--- src/rtl/ubist_pkg.sv ---
package ubist_pkg;

    typedef enum logic [2:0] {
        PH_IDLE = 3'd0,
        PH_LOAD = 3'd1,
        PH_SEND = 3'd2,
        PH_RECV = 3'd3,
        PH_CMP  = 3'd4
    } phase_e;

    localparam int unsigned BIT_GO     = 7;
    localparam int unsigned BIT_LOADED = 6;
    localparam int unsigned BIT_SENT   = 5;
    localparam int unsigned BIT_RXFULL = 4;
    localparam int unsigned BIT_CMP    = 3;
    localparam int unsigned BIT_RXERR  = 2;
    localparam int unsigned BIT_PASS   = 0;

endpackage

--- src/rtl/ubist_copy_buf.sv ---
// Private copy of the bytes sent, read back in push order for comparison.
module ubist_copy_buf #(
    parameter  int DW    = 8,
    parameter  int DEPTH = 16,
    localparam int IW    = $clog2(DEPTH)
) (
    input  logic          clk,
    input  logic          rst_n,
    input  logic          clr,
    input  logic          wr_en,
    input  logic [DW-1:0] wr_data,
    input  logic          rd_en,
    input  logic [DW-1:0] rd_data,
    output logic          wr_last,
    output logic          rd_last,
    output logic          miss_any
);

    typedef struct packed {
        logic [IW-1:0] widx;
        logic [IW-1:0] ridx;
        logic          wdone;
        logic          rdone;
        logic          miss;
    } buf_st_t;

    buf_st_t       st_q, st_d;
    logic [DW-1:0] mem_q [DEPTH];
    logic          diff_now;

    always_comb begin
        st_d     = st_q;
        diff_now = rd_en && (mem_q[st_q.ridx] != rd_data);
        if (clr) begin
            st_d = '0;
        end else begin
            if (wr_en) begin
                if (st_q.widx == IW'(DEPTH - 1)) st_d.wdone = 1'b1;
                else                             st_d.widx  = st_q.widx + 1'b1;
            end
            if (rd_en) begin
                if (st_q.ridx == IW'(DEPTH - 1)) st_d.rdone = 1'b1;
                else                             st_d.ridx  = st_q.ridx + 1'b1;
                if (diff_now) st_d.miss = 1'b1;
            end
        end
    end

    always_ff @(posedge clk or negedge rst_n) begin
        if (!rst_n) st_q <= '0;
        else        st_q <= st_d;
    end

    always_ff @(posedge clk) begin
        if (wr_en) mem_q[st_q.widx] <= wr_data;
    end

    assign wr_last  = (st_q.widx == IW'(DEPTH - 1));
    assign rd_last  = (st_q.ridx == IW'(DEPTH - 1));
    assign miss_any = st_q.miss | diff_now;

    AST_NO_EXTRA_PUSH: assert property (@(posedge clk) disable iff (!rst_n)
        wr_en |-> !st_q.wdone);
    AST_NO_EXTRA_POP: assert property (@(posedge clk) disable iff (!rst_n)
        rd_en |-> !st_q.rdone);

endmodule

--- src/rtl/ubist_timer.sv ---
// Watchdog counting cycles while the serial path is awaited.
module ubist_timer #(
    parameter  int unsigned LIMIT = 100,
    localparam int          CW    = $clog2(LIMIT + 1)
) (
    input  logic clk,
    input  logic rst_n,
    input  logic run,
    output logic expired
);

    typedef struct packed {
        logic [CW-1:0] cnt;
    } tmr_st_t;

    tmr_st_t st_q, st_d;

    always_comb begin
        st_d    = st_q;
        expired = run && (st_q.cnt == CW'(LIMIT - 1));
        if (!run)         st_d.cnt = '0;
        else if (!expired) st_d.cnt = st_q.cnt + 1'b1;
    end

    always_ff @(posedge clk or negedge rst_n) begin
        if (!rst_n) st_q <= '0;
        else        st_q <= st_d;
    end

    AST_TMR_RESTARTS: assert property (@(posedge clk) disable iff (!rst_n)
        $rose(run) |-> (st_q.cnt == '0));

endmodule

--- src/rtl/ubist_seq.sv ---
// Phase sequencer and control/result register.
module ubist_seq
    import ubist_pkg::*;
#(
    parameter  int DEPTH = 16,
    localparam int CNT_W = $clog2(DEPTH + 1)
) (
    input  logic             clk,
    input  logic             rst_n,
    input  logic             cfg_wr_en,
    input  logic [7:0]       cfg_wr_data,
    output logic [7:0]       ctl_q,
    output logic             loop_en,
    output logic             pat_req,
    input  logic             pat_vld,
    output logic             txf_push,
    input  logic             tx_idle,
    input  logic [CNT_W-1:0] rxf_count,
    output logic             rxf_pop,
    input  logic             rx_err,
    input  logic             buf_wr_last,
    input  logic             buf_rd_last,
    input  logic             buf_miss,
    output logic             buf_clr,
    input  logic             tmr_expired,
    output logic             tmr_run
);

    typedef struct packed {
        phase_e     phase;
        logic [7:0] ctl;
    } seq_st_t;

    seq_st_t st_q, st_d;
    logic    start;

    always_comb begin
        st_d     = st_q;
        start    = cfg_wr_en && cfg_wr_data[BIT_GO] && (st_q.phase == PH_IDLE);
        pat_req  = 1'b0;
        txf_push = 1'b0;
        rxf_pop  = 1'b0;
        tmr_run  = 1'b0;
        buf_clr  = start;

        unique case (st_q.phase)
            PH_IDLE: begin
                if (start) begin
                    st_d.ctl   = 8'h80;
                    st_d.phase = PH_LOAD;
                end
            end
            PH_LOAD: begin
                pat_req = 1'b1;
                if (pat_vld) begin
                    txf_push = 1'b1;
                    if (buf_wr_last) begin
                        st_d.ctl[BIT_LOADED] = 1'b1;
                        st_d.phase           = PH_SEND;
                    end
                end
            end
            PH_SEND: begin
                tmr_run = 1'b1;
                if (tmr_expired) begin
                    st_d.ctl[BIT_GO] = 1'b0;
                    st_d.phase       = PH_IDLE;
                end else if (tx_idle) begin
                    st_d.ctl[BIT_SENT] = 1'b1;
                    st_d.phase         = PH_RECV;
                end
            end
            PH_RECV: begin
                tmr_run = 1'b1;
                if (tmr_expired) begin
                    st_d.ctl[BIT_GO] = 1'b0;
                    st_d.phase       = PH_IDLE;
                end else if (rxf_count >= CNT_W'(DEPTH)) begin
                    st_d.ctl[BIT_RXFULL] = 1'b1;
                    st_d.ctl[BIT_CMP]    = 1'b1;
                    st_d.phase           = PH_CMP;
                end
            end
            PH_CMP: begin
                rxf_pop = 1'b1;
                if (buf_rd_last) begin
                    st_d.ctl[BIT_PASS] = !buf_miss;
                    st_d.ctl[BIT_GO]   = 1'b0;
                    st_d.phase         = PH_IDLE;
                end
            end
            default: begin
                st_d.phase = PH_IDLE;
                st_d.ctl   = 8'h00;
            end
        endcase

        if ((st_q.phase != PH_IDLE) && rx_err) st_d.ctl[BIT_RXERR] = 1'b1;
        st_d.ctl[1] = 1'b0;
    end

    always_ff @(posedge clk or negedge rst_n) begin
        if (!rst_n) begin
            st_q.phase <= PH_IDLE;
            st_q.ctl   <= 8'h00;
        end else begin
            st_q <= st_d;
        end
    end

    assign ctl_q   = st_q.ctl;
    assign loop_en = (st_q.phase != PH_IDLE);

    AST_START_TAKES: assert property (@(posedge clk) disable iff (!rst_n)
        (cfg_wr_en && cfg_wr_data[7] && !ctl_q[7]) |=> (ctl_q == 8'h80));
    AST_LOOP_WHILE_RUN: assert property (@(posedge clk) disable iff (!rst_n)
        ctl_q[7] |-> loop_en);
    AST_SENT_AFTER_LOAD: assert property (@(posedge clk) disable iff (!rst_n)
        ctl_q[5] |-> ctl_q[6]);
    AST_RXFULL_ORDER: assert property (@(posedge clk) disable iff (!rst_n)
        ctl_q[4] |-> (ctl_q[5] && ctl_q[3]));
    AST_POP_HAS_DATA: assert property (@(posedge clk) disable iff (!rst_n)
        rxf_pop |-> (rxf_count != '0));
    AST_PASS_AFTER_CMP: assert property (@(posedge clk) disable iff (!rst_n)
        ctl_q[0] |-> (ctl_q[3] && !ctl_q[7]));
    AST_ERR_STICKY: assert property (@(posedge clk) disable iff (!rst_n)
        (ctl_q[7] && ctl_q[2]) |=> ctl_q[2]);
    AST_RESULT_HOLDS: assert property (@(posedge clk) disable iff (!rst_n)
        (!ctl_q[7] && !(cfg_wr_en && cfg_wr_data[7])) |=> $stable(ctl_q));
    AST_IDLE_QUIET: assert property (@(posedge clk) disable iff (!rst_n)
        !loop_en |-> (!txf_push && !rxf_pop));

endmodule

--- src/rtl/uart_selftest_ctrl.sv ---
module uart_selftest_ctrl
    import ubist_pkg::*;
#(
    parameter  int DW          = 8,
    parameter  int DEPTH       = 16,
    parameter  int FRAME_CYC   = 57288,
    parameter  int FRAME_SLACK = 4,
    localparam int CNT_W       = $clog2(DEPTH + 1)
) (
    input  logic             clk,
    input  logic             rst_n,
    input  logic             cfg_wr_en,
    input  logic [7:0]       cfg_wr_data,
    output logic [7:0]       cfg_rd_data,
    output logic             loop_en,
    output logic             pat_req,
    input  logic             pat_vld,
    input  logic [DW-1:0]    pat_data,
    output logic             txf_push,
    output logic [DW-1:0]    txf_data,
    input  logic             tx_idle,
    input  logic [CNT_W-1:0] rxf_count,
    input  logic [DW-1:0]    rxf_data,
    output logic             rxf_pop,
    input  logic             rx_err
);

    localparam int unsigned WAIT_LIMIT = FRAME_CYC * (DEPTH + FRAME_SLACK);

    logic buf_wr_last, buf_rd_last, buf_miss, buf_clr;
    logic tmr_run, tmr_expired;

    assign txf_data = pat_data;

    ubist_seq #(.DEPTH(DEPTH)) u_seq (
        .clk         (clk),
        .rst_n       (rst_n),
        .cfg_wr_en   (cfg_wr_en),
        .cfg_wr_data (cfg_wr_data),
        .ctl_q       (cfg_rd_data),
        .loop_en     (loop_en),
        .pat_req     (pat_req),
        .pat_vld     (pat_vld),
        .txf_push    (txf_push),
        .tx_idle     (tx_idle),
        .rxf_count   (rxf_count),
        .rxf_pop     (rxf_pop),
        .rx_err      (rx_err),
        .buf_wr_last (buf_wr_last),
        .buf_rd_last (buf_rd_last),
        .buf_miss    (buf_miss),
        .buf_clr     (buf_clr),
        .tmr_expired (tmr_expired),
        .tmr_run     (tmr_run)
    );

    ubist_copy_buf #(.DW(DW), .DEPTH(DEPTH)) u_copy (
        .clk      (clk),
        .rst_n    (rst_n),
        .clr      (buf_clr),
        .wr_en    (txf_push),
        .wr_data  (pat_data),
        .rd_en    (rxf_pop),
        .rd_data  (rxf_data),
        .wr_last  (buf_wr_last),
        .rd_last  (buf_rd_last),
        .miss_any (buf_miss)
    );

    ubist_timer #(.LIMIT(WAIT_LIMIT)) u_tmr (
        .clk     (clk),
        .rst_n   (rst_n),
        .run     (tmr_run),
        .expired (tmr_expired)
    );

endmodule

--- config.mk ---
export PLATFORM = sky130hd
export DESIGN_NAME = uart_selftest_ctrl
export DESIGN_NICKNAME = d
export VERILOG_FILES = /design/src/rtl/ubist_pkg.sv /design/src/rtl/ubist_copy_buf.sv /design/src/rtl/ubist_timer.sv /design/src/rtl/ubist_seq.sv /design/src/rtl/uart_selftest_ctrl.sv
export SDC_FILE = /design/constraint.sdc
export NUM_CORES = 1
export LEC_CHECK = 0
export ABC_AREA = 1
export BUFFER_PORTS_ARGS = -buffer_cell sky130_fd_sc_hd__buf_2
export CORE_UTILIZATION = 41
export CTS_CLUSTER_SIZE = 16
export DETAILED_ROUTE_END_ITERATION = 10
export PLACE_DENSITY_LB_ADDON = 0.12
export SYNTH_ARGS = -nofsm -noshare
export SYNTH_HDL_FRONTEND = slang
export SYNTH_HIERARCHICAL = 1
export SYNTH_SLANG_ARGS = --single-unit
export TNS_END_PERCENT = 20
--- constraint.sdc ---
create_clock -name clk -period 2.4 [get_ports clk]
set_input_delay 0.48 -clock clk [delete_from_list [all_inputs] [get_ports clk]]
set_output_delay 0.48 -clock clk [all_outputs]
set_load 0.005 [all_outputs]
[After elaboration in Yosys (flattened, before gate mapping)]
Memory sizes are Yosys's and may differ from the RTL's.
Index checks and enable logic that the tools add are counted.
Storage, ports and cells
  register bits: 40
  output and inout bits: 20
  input port bits: 35
  memories: 1
  logic and storage cells: 115
  memory bits (writable): 128
Cells by class
  muxes and demuxes: 42
  equal/unequal tests: 24
  order comparisons: 1
  reductions and logical operators: 27
  $add $sub $neg: 3
  bitwise logic cells: 6
Memory list
  u_copy.mem_q: words 16, width 8, read ports 1, clocked after memory_dff 0, write ports 1, line ubist_copy_buf.sv:28  | logic [DW-1:0] mem_q [DEPTH];
Operators with widths (number)
  $mux 21: 2
  $mux 11: 2
  $add 21x1->21 const B: 1
  $eq 21x21->1 const B: 1
  $mux 4: 5
  $mux 3: 6
  $mux 1: 17
  $ne 2x2->1 const B: 8
  $reduce_and 4->1: 4
  $pmux 3 s5: 1
  $reduce_or 3->1: 4
  $ne 2x1->1 const B: 5
  $pmux 1 s3: 3
  $add 4x1->4 const B: 2
  $eq 4x4->1 const B: 2
  $ne 8x8->1: 1
  $reduce_and 2->1: 4
  $eq 3x2->1 const B: 2
  $mux 2: 3
  $ne 3x3->1 const B: 2
  $pmux 2 s3: 1
  $reduce_and 6->1: 1
  $reduce_bool 2->1: 3
  $ge 5x5->1 const B: 1
  14 further kinds: 22

[Logic depth before layout (Yosys ltp)]
Gate-level depths: netlist of the first run.
  depth in word-level cells: 7
  mapped depth: 18
  gate-level depth less buffers: 16

[Hierarchy]
Netlist of the first run, hierarchy kept.
By module, submodules not included
  ubist_copy_buf: area each 6023.3 µm², sequential area each 4068.9 µm², instances 1, cells each 576
  ubist_timer: area each 1390.1 µm², sequential area each 525.5 µm², instances 1, cells each 198
  ubist_seq: area each 633.1 µm², sequential area each 225.2 µm², instances 1, cells each 91
  uart_selftest_ctrl: area each 60.1 µm², sequential area each 0.0 µm², instances 1, cells each 8

[Least setup slack after synthesis of the first run]
Ideal clock, no wire load.
  path kind: register to register
  start: register u_seq/st_q[10] in the netlist's numbering
  end: register u_seq/st_q[9] in the netlist's numbering
  stages on the path, launching flop included: 13
  path slack: 0.405 ns
  setup time: 0.117 ns
  period minus slack after synthesis: 1.995 ns
  required time: 2.283 ns
  path buffers: 1
  data arrival time: 1.878 ns
  cells stage by stage: dfrtp_1 inv_1 nand2_1 inv_1 clkbuf_1 inv_1 nor2_1 or2_2 nor2_1 nor2_2 nand2_1 nand2_1 nand2_1
On the way
  cells in the longest elaborated chain, start to end: 6
  elaborated cells on any way between the ends: 19
  classes of those cells: 10 x eq/ne; 4 x mux; 5 x reduce/logical
RTL lines
  from (decl): line ubist_seq.sv:34  | seq_st_t st_q, st_d;
  from (signal assigned): line ubist_seq.sv:107  | st_q <= st_d;
  $eq 3x2->1: line ubist_seq.sv:46  | unique case (st_q.phase)
  $reduce_or 2->1 (no line) (*)
  $mux 1 (*): line ubist_seq.sv:46
  net tmr_run: line uart_selftest_ctrl.sv:31  | logic tmr_run, tmr_expired;
  $logic_and 1x1->1 (*): line ubist_timer.sv:20  | expired = run && (st_q.cnt == CW'(LIMIT - 1));
  net tmr_expired: line uart_selftest_ctrl.sv:31
  $ne 3x2->1 (no line) (tied with other cells)
  $reduce_and 6->1 (no line) / $pmux 3 s5 (equally long branches)
The timed path passes the listed nets; every way through them passes the cells marked *.
A chain may end at the register's enable or synchronous reset.

[Worst setup path in the final report of the first run]
  start: register u_seq/st_q[10] in the netlist's numbering
  end: output port txf_push
On the way
  cells in the longest elaborated chain, start to end: 2
RTL lines
  $eq 3x1->1: line ubist_seq.sv:46
  $mux 1: line ubist_seq.sv:46
  to (decl): line uart_selftest_ctrl.sv:19  | output logic txf_push,
Every way passes these cells.

==> results of run 1 <==
[area by class of cell]
| class | count | area, µm² | share of cell area, % |
|---|---|---|---|
| Tap cell | 265 | 332 | 3.59 |
| Clock inverter | 15 | 171 | 1.86 |
| Timing Repair Buffer | 79 | 515 | 5.58 |
| Clock buffer | 17 | 425 | 4.61 |
| Multi-Input combinational cell | 579 | 2650 | 28.7 |
| Inverter | 84 | 320 | 3.47 |
| Sequential cell | 167 | 4820 | 52.2 |
[kinds of logic after synthesis]
logic type / count (synthesis) / share of synthesized area [%]
DFF: 167 / 59.5
other: 1 / 0.0463
xor gates and xnor gates: 2 / 0.216
buffers and inverters: 127 / 7.83
and+or+nand+nor: 517 / 27.9
AOI/OAI and AO/OA: 53 / 3.60
adders and majority gates: 6 / 0.926
[power by group through the flow]
stage | Clock [W] | Sequential [W] | Combinational [W]
detailed placement | 0 | 0.00355 | 0.00273
finish | 0.00273 | 0.00350 | 0.00271
global placement | 0 | 0.00355 | 0.00271
global route | 0.00289 | 0.00353 | 0.00308
CTS | 0.00279 | 0.00349 | 0.00273
floorplan | 0 | 0.00352 | 0.00200
[metrics by stage]
| stage | instances | utilization, % | hold WS [ns] | cell area, µm² | setup WS [ns] |
|---|---|---|---|---|---|
| after CTS | 1206 | 47.6 | 0.236 | 9240 | 0.156 |
| after detailed placement | 1173 | 44.5 | 0.464 | 8630 | 0.157 |
| after floorplan | 873 | - | 0.184 | 8110 | 0.405 |
| after global routing | 1206 | 47.6 | 0.260 | 9240 | 0.0131 |
| final | 1206 | 47.6 | 0.251 | 9240 | 0.169 |
| after global placement | 1173 | 44.5 | 0.455 | 8630 | 0.191 |
[worst register-to-register path: stages, from the launching register on]
cell	delay [ns]
dfrtp_2	0.45
inv_6	0.18
buf_4	0.23
nand2_1	0.07
nand3_1	0.08
nand3_1	0.09
nand3_1	0.15
nand2_1	0.06
nand2_1	0.06
nand2_1	0.05
inv_1	0.04
nand2_1	0.04
nor2_1	0.22
nand2_1	0.12
nand2_1	0.11
nand2_1	0.06
o21ai_0	0.14
[cell usage in the layout (no fill, tap or decap), types with 2 or more instances in the layout]
| master | netlist | final |
|---|---|---|
| a211oi_1 | 3 | 3 |
| a21oi_1 | 11 | 11 |
| a31oi_1 | 2 | 2 |
| buf_12 | 0 | 2 |
| buf_2 | 13 | 42 |
| buf_4 | 19 | 34 |
| clkbuf_16 | 0 | 17 |
| clkinv_1 | 1 | 2 |
| clkinv_8 | 0 | 4 |
| dfrtp_1 | 39 | 38 |
| edfxtp_1 | 128 | 128 |
| ha_1 | 6 | 6 |
| inv_1 | 76 | 76 |
| inv_2 | 6 | 6 |
| inv_6 | 0 | 4 |
| inv_8 | 0 | 6 |
| nand2_1 | 267 | 267 |
| nand2_2 | 10 | 10 |
| nand3_1 | 96 | 96 |
| nand3_2 | 4 | 4 |
| nand3b_1 | 7 | 7 |
| nand4_1 | 6 | 6 |
| nor2_1 | 100 | 100 |
| nor2_2 | 11 | 11 |
| nor2_4 | 7 | 7 |
| nor3_1 | 4 | 4 |
| o211ai_1 | 4 | 4 |
| o21ai_0 | 16 | 16 |
| o21ai_1 | 15 | 15 |
| or2_2 | 2 | 2 |
| xor2_1 | 2 | 2 |
[sequential cells by signal, indices dropped and copies added, names as in the netlist]
signal	cells
u_copy/mem_q	128
u_tmr/st_q	21
u_copy/st_q	9
u_seq/ctl_q	6
u_seq/st_q	3
[worst min path at each step]
stage	startpoint	end	cells past startpoint
after floorplan	rst_n	u_copy/st_q[0]$_DFFE_PN0P_	0
after global placement	u_seq/ctl_q[5]$_DFFE_PN0P_	u_seq/ctl_q[5]$_DFFE_PN0P_	2
after detailed placement	rst_n	u_seq/st_q[9]$_DFFE_PN0P_	1
after CTS	rx_err	u_seq/ctl_q[2]$_DFFE_PN0P_	3
after global routing	rx_err	u_seq/ctl_q[2]$_DFFE_PN0P_	3
final	rx_err	u_seq/ctl_q[2]$_DFFE_PN0P_	3
[what timing repair did]
item,4_1_cts,5_1_grt
hold buffers,1,0
resized for setup,0,1
endpoints found under the setup margin,0,1
endpoints found under the hold margin,2,0
[metal layers]
layer / up-vias / part of all wire [%] / global-route usage (%) / routed length, µm
met2: 121 / 49 / 34.0 / 9360
met5: - / 0 / 0 / 0
met3: 19 / 3.5 / 3.32 / 664
met4: 0 / 1.5 / 6.06 / 289
li1: 2952 / - / - / -
met1: 2787 / 46 / 27.2 / 8820
==> metrics.csv, run 1 <==
stage,metric,value,unit
outcome,outcome,"complete, no violations",
cts,clock slew at reported path FFs,0.08,ns
cts,# clock sinks,167,
timing,Final Setup Violations,0,
logic_synthesis,synth warn,6,
power_and_ir_drop,Gate power share,30.3,%
logic_synthesis,"top cells by area, synth","edfxtp_1 47%, nand2_1 12%, dfrtp_1 12%",
worst_setup_path,Worst EP arrival,1.75,ns
worst_setup_path,CP required,1.92,ns
timing,post-route minimum period,2.23,ns
worst_setup_path,reg2reg path depth,16,
power_and_ir_drop,P_leak,3.90,nW
worst_setup_path,CP endpoint,txf_push,
logic_synthesis,Synth cell types,35,
logic_synthesis,largest area contributor in the netlist,edfxtp_1,
power_and_ir_drop,Sw Pwr,0.00329,W
floorplanning,row count,51,
timing,Final period util,93.0,%
grt,first-pass GRT wire length,30500,µm
logic_synthesis,"Top FF cell, synth",edfxtp_1,
floorplanning,Ports,55,
place,dpl hpwl,12900,µm
cts,CTS buffer count,17,
finish,area delta synth->final,14.0,%
timing,fmax,0.448,GHz
power_and_ir_drop,Seq pwr share,39.1,%
finish,fraction of layout cells with a size suffix above 1,16.3,%
routing,vias,5879,
place,# port buffers,42,
power_and_ir_drop,clock group share of total power,30.6,%
hold_path,worst hold path class,primary input to flip-flop,
routing,vias per cell,4.87,
grt,pin count of the biggest net entering global routing,45,
worst_setup_path,CP max stage delay,0.42,ns
worst_setup_path,"setup slack, reg-to-reg",0.18,ns
cts,post-CTS repair timing setup buffer count,0,
power_and_ir_drop,internal power,0.00565,W
worst_setup_path,CP Max Fanout,7,
routing,# DRC,0,
cts,H-tree depth,4,
power_and_ir_drop,pwr/cell area,968,mW/mm²
logic_synthesis,syn_nets,914,
power_and_ir_drop,Sw Ratio,36.8,%
routing,drt first-iter violations,387,
place,RePlAce Congestion,0.824,
finish,ant diodes,0,
worst_setup_path,crit path capture type,output pin,
logic_synthesis,most numerous cell in the Yosys netlist,nand2_1,
routing,Routed Antenna Nets,0,
cts,worst skew pair latency,0.43,ns
finish,NumNets Final,969,
grt,initial antenna violation count,0,
floorplanning,Initial Util,41.8,%
cts,CTS tree,built,
floorplanning,core area,0.0194,mm²
timing,Max Slew Vio Count,0,
timing,clock skew,0.0123,ns
timing,Fin. Hold Viols,0,
routing,DRT Wirelength,19100,µm
worst_setup_path,WP depth,4,
worst_setup_path,top cell family by delay on the critical path,simple AND/OR/NAND/NOR gates,
worst_setup_path,Worst Setup Path Type,flip-flop to output pin,
cts,clock root buffer,clkbuf_16,
logic_synthesis,cells after synthesis,873,
logic_synthesis,mean cell area of the mapped netlist,9.29,µm²
logic_synthesis,Commonest cells post-synth,"267 x nand2_1, 128 x edfxtp_1, 100 x nor2_1",
timing,setup TNS,0,ns
logic_synthesis,post-synthesis sequential area ratio,59.5,%
logic_synthesis,share of the synthesized area in the top cell type,47.4,%
worst_setup_path,Startpoint Class,flip-flop,
floorplanning,Die Height,143,µm
floorplanning,die width,143,µm
logic_synthesis,#FFs+latches synth,167,
flow_run,total of max-cap violations,0,
logic_synthesis,Post-Syn Area,0.00811,mm²
cts,deepest clock path buffer count,2,
grt,Total GRT Usage,20.3,%
worst_setup_path,RR Startpoint,u_copy/st_q[3]$_DFFE_PN0P_,
worst_setup_path,worst setup path startpoint,u_seq/st_q[10]$_DFFE_PN0P_,
floorplanning,die area,0.0203,mm²
timing,unrepaired setup endpoints after global routing,no,
worst_setup_path,RR Endpoint,u_seq/ctl_q[0]$_DFFE_PN0P_,
power_and_ir_drop,Tot Pwr,0.00894,W
worst_setup_path,Buf/Inv on CP,2,
finish,Filler Cell Count,1950,
power_and_ir_drop,maximum vdd drop,0.000509,V
worst_setup_path,crit-path cells,inv_1 -> nand3_2 -> nor2_1 -> buf_2,
grt,Congestion Overflow GR,0,
routing,drt wl/cell,15.9,µm
worst_setup_path,slowest CP cell,dfrtp_1,
logic_synthesis,"FFs w/ async S/R, synth",23.4,%
logic_synthesis,number of flops mapped to enable cells by yosys,128,
routing,Pre-antenna DRT Iters,5,
grt,vias in the first global route,5468,
No activity file was read; power rests on OpenSTA's default activity.
==> run 2, diff against run 1 <==
==> constraint.sdc (replaced) <==
create_clock -name clk -period 2.7 [get_ports clk]
set_input_delay 0.54 -clock clk [delete_from_list [all_inputs] [get_ports clk]]
set_output_delay 0.54 -clock clk [all_outputs]
set_load 0.005 [all_outputs]
==> metrics.csv, run 2 (synthesis gave the netlist of run 1 again) <==
stage,metric,value,unit,change
finish,fraction of layout cells with a size suffix above 1,16.0,%,-0.23 points
worst_setup_path,RR Startpoint,u_copy/st_q[3]$_DFFE_PN0P_,,
power_and_ir_drop,maximum vdd drop,0.000529,V,+3.8%
routing,drt first-iter violations,290,,-25%
grt,Total GRT Usage,19.7,%,-0.62 points
cts,clock root buffer,clkbuf_16,,
grt,initial antenna violation count,1,,+1
timing,Max-slew headroom,54.8,%,
finish,design area,0.00923,mm²,-0.14%
finish,max reg flops,128,,unchanged
floorplanning,Initial Util,41.8,%,unchanged
place,# port buffers,42,,unchanged
worst_setup_path,CP required,2.16,ns,+0.24 ns
flow_run,total of max-cap violations,0,,unchanged
power_and_ir_drop,P_leak,3.89,nW,-0.27%
timing,worst-margin pin slew,0.678,ns,
cts,deepest clock path buffer count,2,,unchanged
timing,clock skew,0.0125,ns,+0.000254 ns
cts,CTS tree,built,,
worst_setup_path,RR Endpoint,u_seq/ctl_q[0]$_DFFE_PN0P_,,
worst_setup_path,Buf/Inv on CP,2,,unchanged
routing,vias,5793,,-1.5%
worst_setup_path,top cell family by delay on the critical path,simple AND/OR/NAND/NOR gates,,
timing,post-route minimum period,2.29,ns,
finish,"commonest cells after routing, fill and taps aside","267 x nand2_1, 128 x edfxtp_1, 100 x nor2_1",,
floorplanning,row count,51,,unchanged
routing,# DRC,0,,unchanged
worst_setup_path,CP Max Fanout,7,,unchanged
cts,H-tree depth,4,,unchanged
timing,setup TNS,0,ns,unchanged
worst_setup_path,"setup slack, reg-to-reg",0.42,ns,+0.24 ns
worst_setup_path,slowest CP cell,dfrtp_1,,
floorplanning,Ports,55,,unchanged
place,dpl hpwl,12300,µm,-4.5%
floorplanning,die area,0.0203,mm²,unchanged
cts,clock slew at reported path FFs,0.07,ns,about the same
timing,fmax,0.436,GHz,
finish,area delta synth->final,13.8,%,
finish,Filler Cell Count,1863,,-4.5%
finish,"commonest non-fill, non-tap cell in the layout",nand2_1,,
cts,post-CTS repair timing setup buffer count,0,,unchanged
cts,worst skew pair latency,0.44,ns,about the same
cts,hold bufs inserted after CTS,0,,-1
routing,Pre-antenna DRT Iters,4,,-1
cts,CTS buffer count,17,,unchanged
worst_setup_path,Startpoint Class,flip-flop,,
place,Area after DPL,0.00861,mm²,-0.20%
cts,# clock sinks,167,,unchanged
worst_setup_path,Worst EP arrival,1.75,ns,about the same
grt,pin count of the biggest net entering global routing,37,,-18%
worst_setup_path,crit path capture type,output pin,,
floorplanning,core area,0.0194,mm²,unchanged
timing,Final period util,84.9,%,
worst_setup_path,Worst Setup Path Type,flip-flop to output pin,,
floorplanning,Die Height,143,µm,unchanged
floorplanning,die width,143,µm,unchanged
place,RePlAce Congestion,0.834,,+1.2%
routing,DRT Wirelength,18700,µm,-2.5%
timing,unrepaired setup endpoints after global routing,no,,
grt,vias in the first global route,5305,,-3.0%
finish,Top reg by flops,u_copy/mem_q,,
worst_setup_path,reg2reg path depth,15,,-1
routing,Routed Antenna Nets,0,,unchanged
power_and_ir_drop,pwr/cell area,857,mW/mm²,-11%
routing,drt wl/cell,15.5,µm,-2.1%
timing,Max Slew Vio Count,0,,unchanged
worst_setup_path,CP max stage delay,0.42,ns,about the same
outcome,outcome,"complete, no violations",,
grt,first-pass GRT wire length,29300,µm,-3.8%
worst_setup_path,crit-path cells,inv_1 -> nand3_2 -> nor2_1 -> buf_2,,
finish,ant diodes,0,,unchanged
routing,vias per cell,4.82,,-1.1%
timing,Final Setup Violations,0,,unchanged
cts,# resized after CTS,0,,unchanged
timing,Fin. Hold Viols,0,,unchanged
finish,Regs by FF count,"u_copy/mem_q x128, u_tmr/st_q x21, u_copy/st_q x9",,
grt,Congestion Overflow GR,0,,unchanged
hold_path,worst hold path class,primary input to async pin,,
finish,NumNets Final,964,,-0.52%
==> run 2: cell types whose count changed in the layout (fill, tap and decap cells not counted) <==
cell / change
inv_8: -1
clkinv_4: +1
inv_12: +1
inv_6: -2
buf_4: -5
dlygate4sd3_1: -1
buf_12: +1
inv_4: +1
clkinv_1: -1
clkinv_8: +1
==> run 2: cell type report <==
| cell class | instances | area [µm²] | area share (%) |
|---|---|---|---|
| Tap cell | 265 | 332 | 3.59 |
| Timing Repair Buffer | 74 | 488 | 5.29 |
| Sequential cell | 167 | 4820 | 52.3 |
| Inverter | 84 | 318 | 3.45 |
| Clock buffer | 17 | 425 | 4.61 |
| Multi-Input combinational cell | 579 | 2650 | 28.8 |
| Clock inverter | 15 | 189 | 2.05 |
==> run 2: stage by stage <==
stage	utilization, %	worst slack (ns)	power [W]	hold WS [ns]	std cells
finish	47.6	0.406	0.00791	0.135	1201
global route	47.6	0.169	0.00841	0.191	1201
CTS	47.6	0.322	0.00800	0.149	1201
detailed placement	44.4	0.329	0.00552	0.468	1169
global placement	44.4	0.342	0.00551	0.452	1169
floorplan	-	0.705	0.00490	0.244	873
==> run 2: worst reg2reg max path: cells and delay by family, from the launching register on <==
| family | cells | cell delay [ns] |
|---|---|---|
| flip-flops | 1 | 0.58 |
| AO/OA/AOI/OAI | 2 | 0.22 |
| AND/OR/NAND/NOR | 12 | 1.09 |
| buffers and inverters | 1 | 0.31 |
==> run 2: worst max-delay path by stage <==
stage | startpoint | to | slack, ns | cells after the start
finish | u_seq/st_q[10]$_DFFE_PN0P_ | txf_push | 0.41 | 4
global route | u_copy/st_q[4]$_DFFE_PN0P_ | u_seq/ctl_q[0]$_DFFE_PN0P_ | 0.17 | 15
CTS | u_copy/st_q[3]$_DFFE_PN0P_ | u_seq/ctl_q[0]$_DFFE_PN0P_ | 0.32 | 15
detailed placement | u_copy/st_q[3]$_DFFE_PN0P_ | u_seq/ctl_q[0]$_DFFE_PN0P_ | 0.33 | 15
global placement | u_copy/st_q[3]$_DFFE_PN0P_ | u_seq/ctl_q[0]$_DFFE_PN0P_ | 0.34 | 15
floorplan | u_seq/st_q[10]$_DFFE_PN0P_ | u_seq/st_q[9]$_DFFE_PN0P_ | 0.71 | 12
==> run 2: per-layer routing <==
| layer | vias to the layer above | global-route usage (%) | share of wire [%] |
|---|---|---|---|
| met5 | - | 0 | 0.048 |
| met3 | 31 | 3.15 | 3.3 |
| met4 | 2 | 8.77 | 2.3 |
| met1 | 2720 | 25.8 | 46 |
| met2 | 99 | 32.2 | 49 |
| li1 | 2941 | - | - |
==> run 2: report_power, final <==
group / internal [W] / switching [W] / total, W
clock network: 0.00127 / 0.00120 / 0.00247
registers: 0.00297 / 0.000174 / 0.00314
logic: 0.000783 / 0.00151 / 0.00229
total: 0.00502 / 0.00289 / 0.00791
==> run 3, diff against run 2 <==
==> constraint.sdc (replaced) <==
create_clock -name clk -period 2.3 [get_ports clk]
set_input_delay 0.46 -clock clk [delete_from_list [all_inputs] [get_ports clk]]
set_output_delay 0.46 -clock clk [all_outputs]
set_load 0.005 [all_outputs]
==> metrics.csv, run 3 (synthesis gave the netlist of run 1 again) <==
stage,metric,value,unit,change
outcome,outcome,"complete, no violations",,
timing,unrepaired setup endpoints after global routing,no,,
finish,area delta synth->final,15.8,%,
grt,first-pass GRT wire length,30600,µm,+4.5%
place,dpl hpwl,13300,µm,+7.5%
finish,"commonest cells after routing, fill and taps aside","265 x nand2_1, 128 x edfxtp_1, 99 x nor2_1",,
cts,clock root buffer,clkbuf_16,,
timing,Final period util,90.7,%,
worst_setup_path,Startpoint Class,flip-flop,,
floorplanning,core area,0.0194,mm²,unchanged
cts,worst skew pair latency,0.43,ns,about the same
worst_setup_path,CP max stage delay,0.45,ns,+0.03 ns
cts,CTS buffer count,17,,unchanged
place,RePlAce Congestion,0.829,,-0.55%
routing,vias,5921,,+2.2%
floorplanning,die width,143,µm,unchanged
worst_setup_path,CP required,2.65,ns,+0.49 ns
routing,drt wl/cell,15.9,µm,+2.3%
cts,CTS tree,built,,
floorplanning,Die Height,143,µm,unchanged
worst_setup_path,CP Max Fanout,12,,+5
cts,# clock sinks,167,,unchanged
worst_setup_path,crit path capture type,flip-flop,,
finish,Filler Cell Count,1945,,+4.4%
cts,deepest clock path buffer count,2,,unchanged
power_and_ir_drop,pwr/cell area,1000,mW/mm²,+17%
place,# port buffers,42,,unchanged
hold_path,worst hold path class,primary input to flip-flop,,
finish,Final Core Density,48.4,%,+0.83 points
worst_setup_path,Worst EP arrival,2.44,ns,+0.69 ns
finish,ant diodes,0,,unchanged
worst_setup_path,crit-path cells,clkinv_4 -> buf_12 -> clkbuf_16 -> nand2_1 -> nand2_1 -> nand2_1 -> nand3_1 -> nand3_1 -> nand3_1 -> nand2_1 -> nand2_1 -> nor2_2 -> nand2_1 -> nand2_2 -> nand2_2 -> o21ai_1,,
hold_path,Worst Hold Launch,rx_err,,
place,number of cells after detailed placement,1184,,+1.3%
power_and_ir_drop,P_leak,3.99,nW,+2.6%
grt,Total GRT Usage,20.4,%,+0.73 points
place,Area after DPL,0.00872,mm²,+1.3%
timing,Max Slew Vio Count,0,,unchanged
worst_setup_path,slowest CP cell,dfrtp_2,,
finish,design area,0.00939,mm²,+1.7%
finish,max reg flops,128,,unchanged
cts,H-tree depth,4,,unchanged
grt,initial antenna violation count,1,,unchanged
timing,Worst Hold Slack,0.252,ns,+0.117 ns
flow_run,total of max-cap violations,0,,unchanged
timing,post-route minimum period,2.09,ns,
finish,fraction of layout cells with a size suffix above 1,18.1,%,+2.0 points
timing,clock skew,0.0123,ns,-0.000236 ns
finish,Sequential cell area,0.00482,mm²,unchanged
worst_setup_path,Worst Setup Path Type,flip-flop to flip-flop,,
hold_path,hold endpoint,u_seq/ctl_q[2]$_DFFE_PN0P_,,
timing,setup TNS,0,ns,unchanged
grt,pin count of the biggest net entering global routing,28,,-24%
routing,DRT Wirelength,19400,µm,+4.2%
timing,Fin. Hold Viols,0,,unchanged
timing,fmax,0.479,GHz,
routing,vias per cell,4.84,,+0.37%
worst_setup_path,RR Endpoint,u_seq/ctl_q[0]$_DFFE_PN0P_,,
worst_setup_path,RR Startpoint,u_copy/st_q[3]$_DFFE_PN0P_,,
floorplanning,Initial Util,41.8,%,unchanged
cts,clock slew at reported path FFs,0.07,ns,about the same
finish,NumNets Final,986,,+2.3%
worst_setup_path,reg2reg path depth,16,,+1
finish,Regs by FF count,"u_copy/mem_q x128, u_tmr/st_q x21, u_copy/st_q x9",,
routing,Routed Antenna Nets,0,,unchanged
routing,drt first-iter violations,353,,+22%
power_and_ir_drop,maximum vdd drop,0.000484,V,-8.4%
finish,Top reg by flops,u_copy/mem_q,,
hold_path,WHS Path Cells,3,,
worst_setup_path,"setup slack, reg-to-reg",0.21,ns,-0.21 ns
floorplanning,row count,51,,unchanged
routing,Pre-antenna DRT Iters,7,,+3
grt,vias in the first global route,5601,,+5.6%
finish,"commonest non-fill, non-tap cell in the layout",nand2_1,,
worst_setup_path,"most used cell, CP",nand2_1,,
floorplanning,die area,0.0203,mm²,unchanged
floorplanning,Ports,55,,unchanged
timing,Final Setup Violations,0,,unchanged
finish,multi-input logic area,0.00267,mm²,+0.47%
finish,Post-Layout Cell Count,1223,,+1.8%
grt,Congestion Overflow GR,0,,unchanged
routing,# DRC,0,,unchanged
## run 3: layout make-up
class	count	share of cell area, %
Clock inverter	14	1.41
Multi-Input combinational cell	579	28.4
Tap cell	265	3.53
Inverter	84	3.41
Clock buffer	18	4.57
Timing Repair Buffer	96	7.32
Sequential cell	167	51.4
## run 3: critical path, delay by kind of cell (launching register included)
family,cells,cell delay (ns)
simple gates,12,1.00
flops,1,0.45
buf+inv,3,0.44
compound gates,1,0.12
## run 3: routing by layer
metal,global-route usage [%],part of all wire [%]
met1,26.6,46
met2,34.8,50
met3,3.76,3.4
met4,5.66,0.85
met5,0,0.067
## run 3: timing repair
item                       4_1_cts  5_1_grt
gates resized for setup          0        8
buffers inserted                 0        5
setup endpoints to repair        0        1
hold endpoints to repair        15        0
hold buffers                     1        0
## run 3: worst max path at each step
stage                               start                         end  slack, ns  cells past startpoint
3_3_place_gp   u_copy/st_q[3]$_DFFE_PN0P_  u_seq/ctl_q[0]$_DFFE_PN0P_       0.11                     15
6_report       u_copy/st_q[3]$_DFFE_PN0P_  u_seq/ctl_q[0]$_DFFE_PN0P_       0.21                     16
4_1_cts        u_copy/st_q[3]$_DFFE_PN0P_  u_seq/ctl_q[0]$_DFFE_PN0P_       0.07                     15
2_1_floorplan  u_seq/st_q[10]$_DFFE_PN0P_   u_seq/st_q[9]$_DFFE_PN0P_       0.31                     12
3_5_place_dp   u_copy/st_q[3]$_DFFE_PN0P_  u_seq/ctl_q[0]$_DFFE_PN0P_       0.09                     15
5_1_grt         u_tmr/st_q[0]$_DFFE_PN0P_   u_seq/st_q[9]$_DFFE_PN0P_       0.01                     12
## run 3: through the flow
stage	power [W]	setup WS (ns)
5_1_grt	0.0100	0.0127
3_3_place_gp	0.00661	0.109
4_1_cts	0.00938	0.0725
2_1_floorplan	0.00575	0.305
3_5_place_dp	0.00663	0.0853
6_report	0.00939	0.214
## run 3: report_power, final
part / internal [W] / switching [W] / total [W]
combinational: 0.00109 / 0.00194 / 0.00303
clock: 0.00143 / 0.00127 / 0.00271
sequential: 0.00349 / 0.000168 / 0.00366
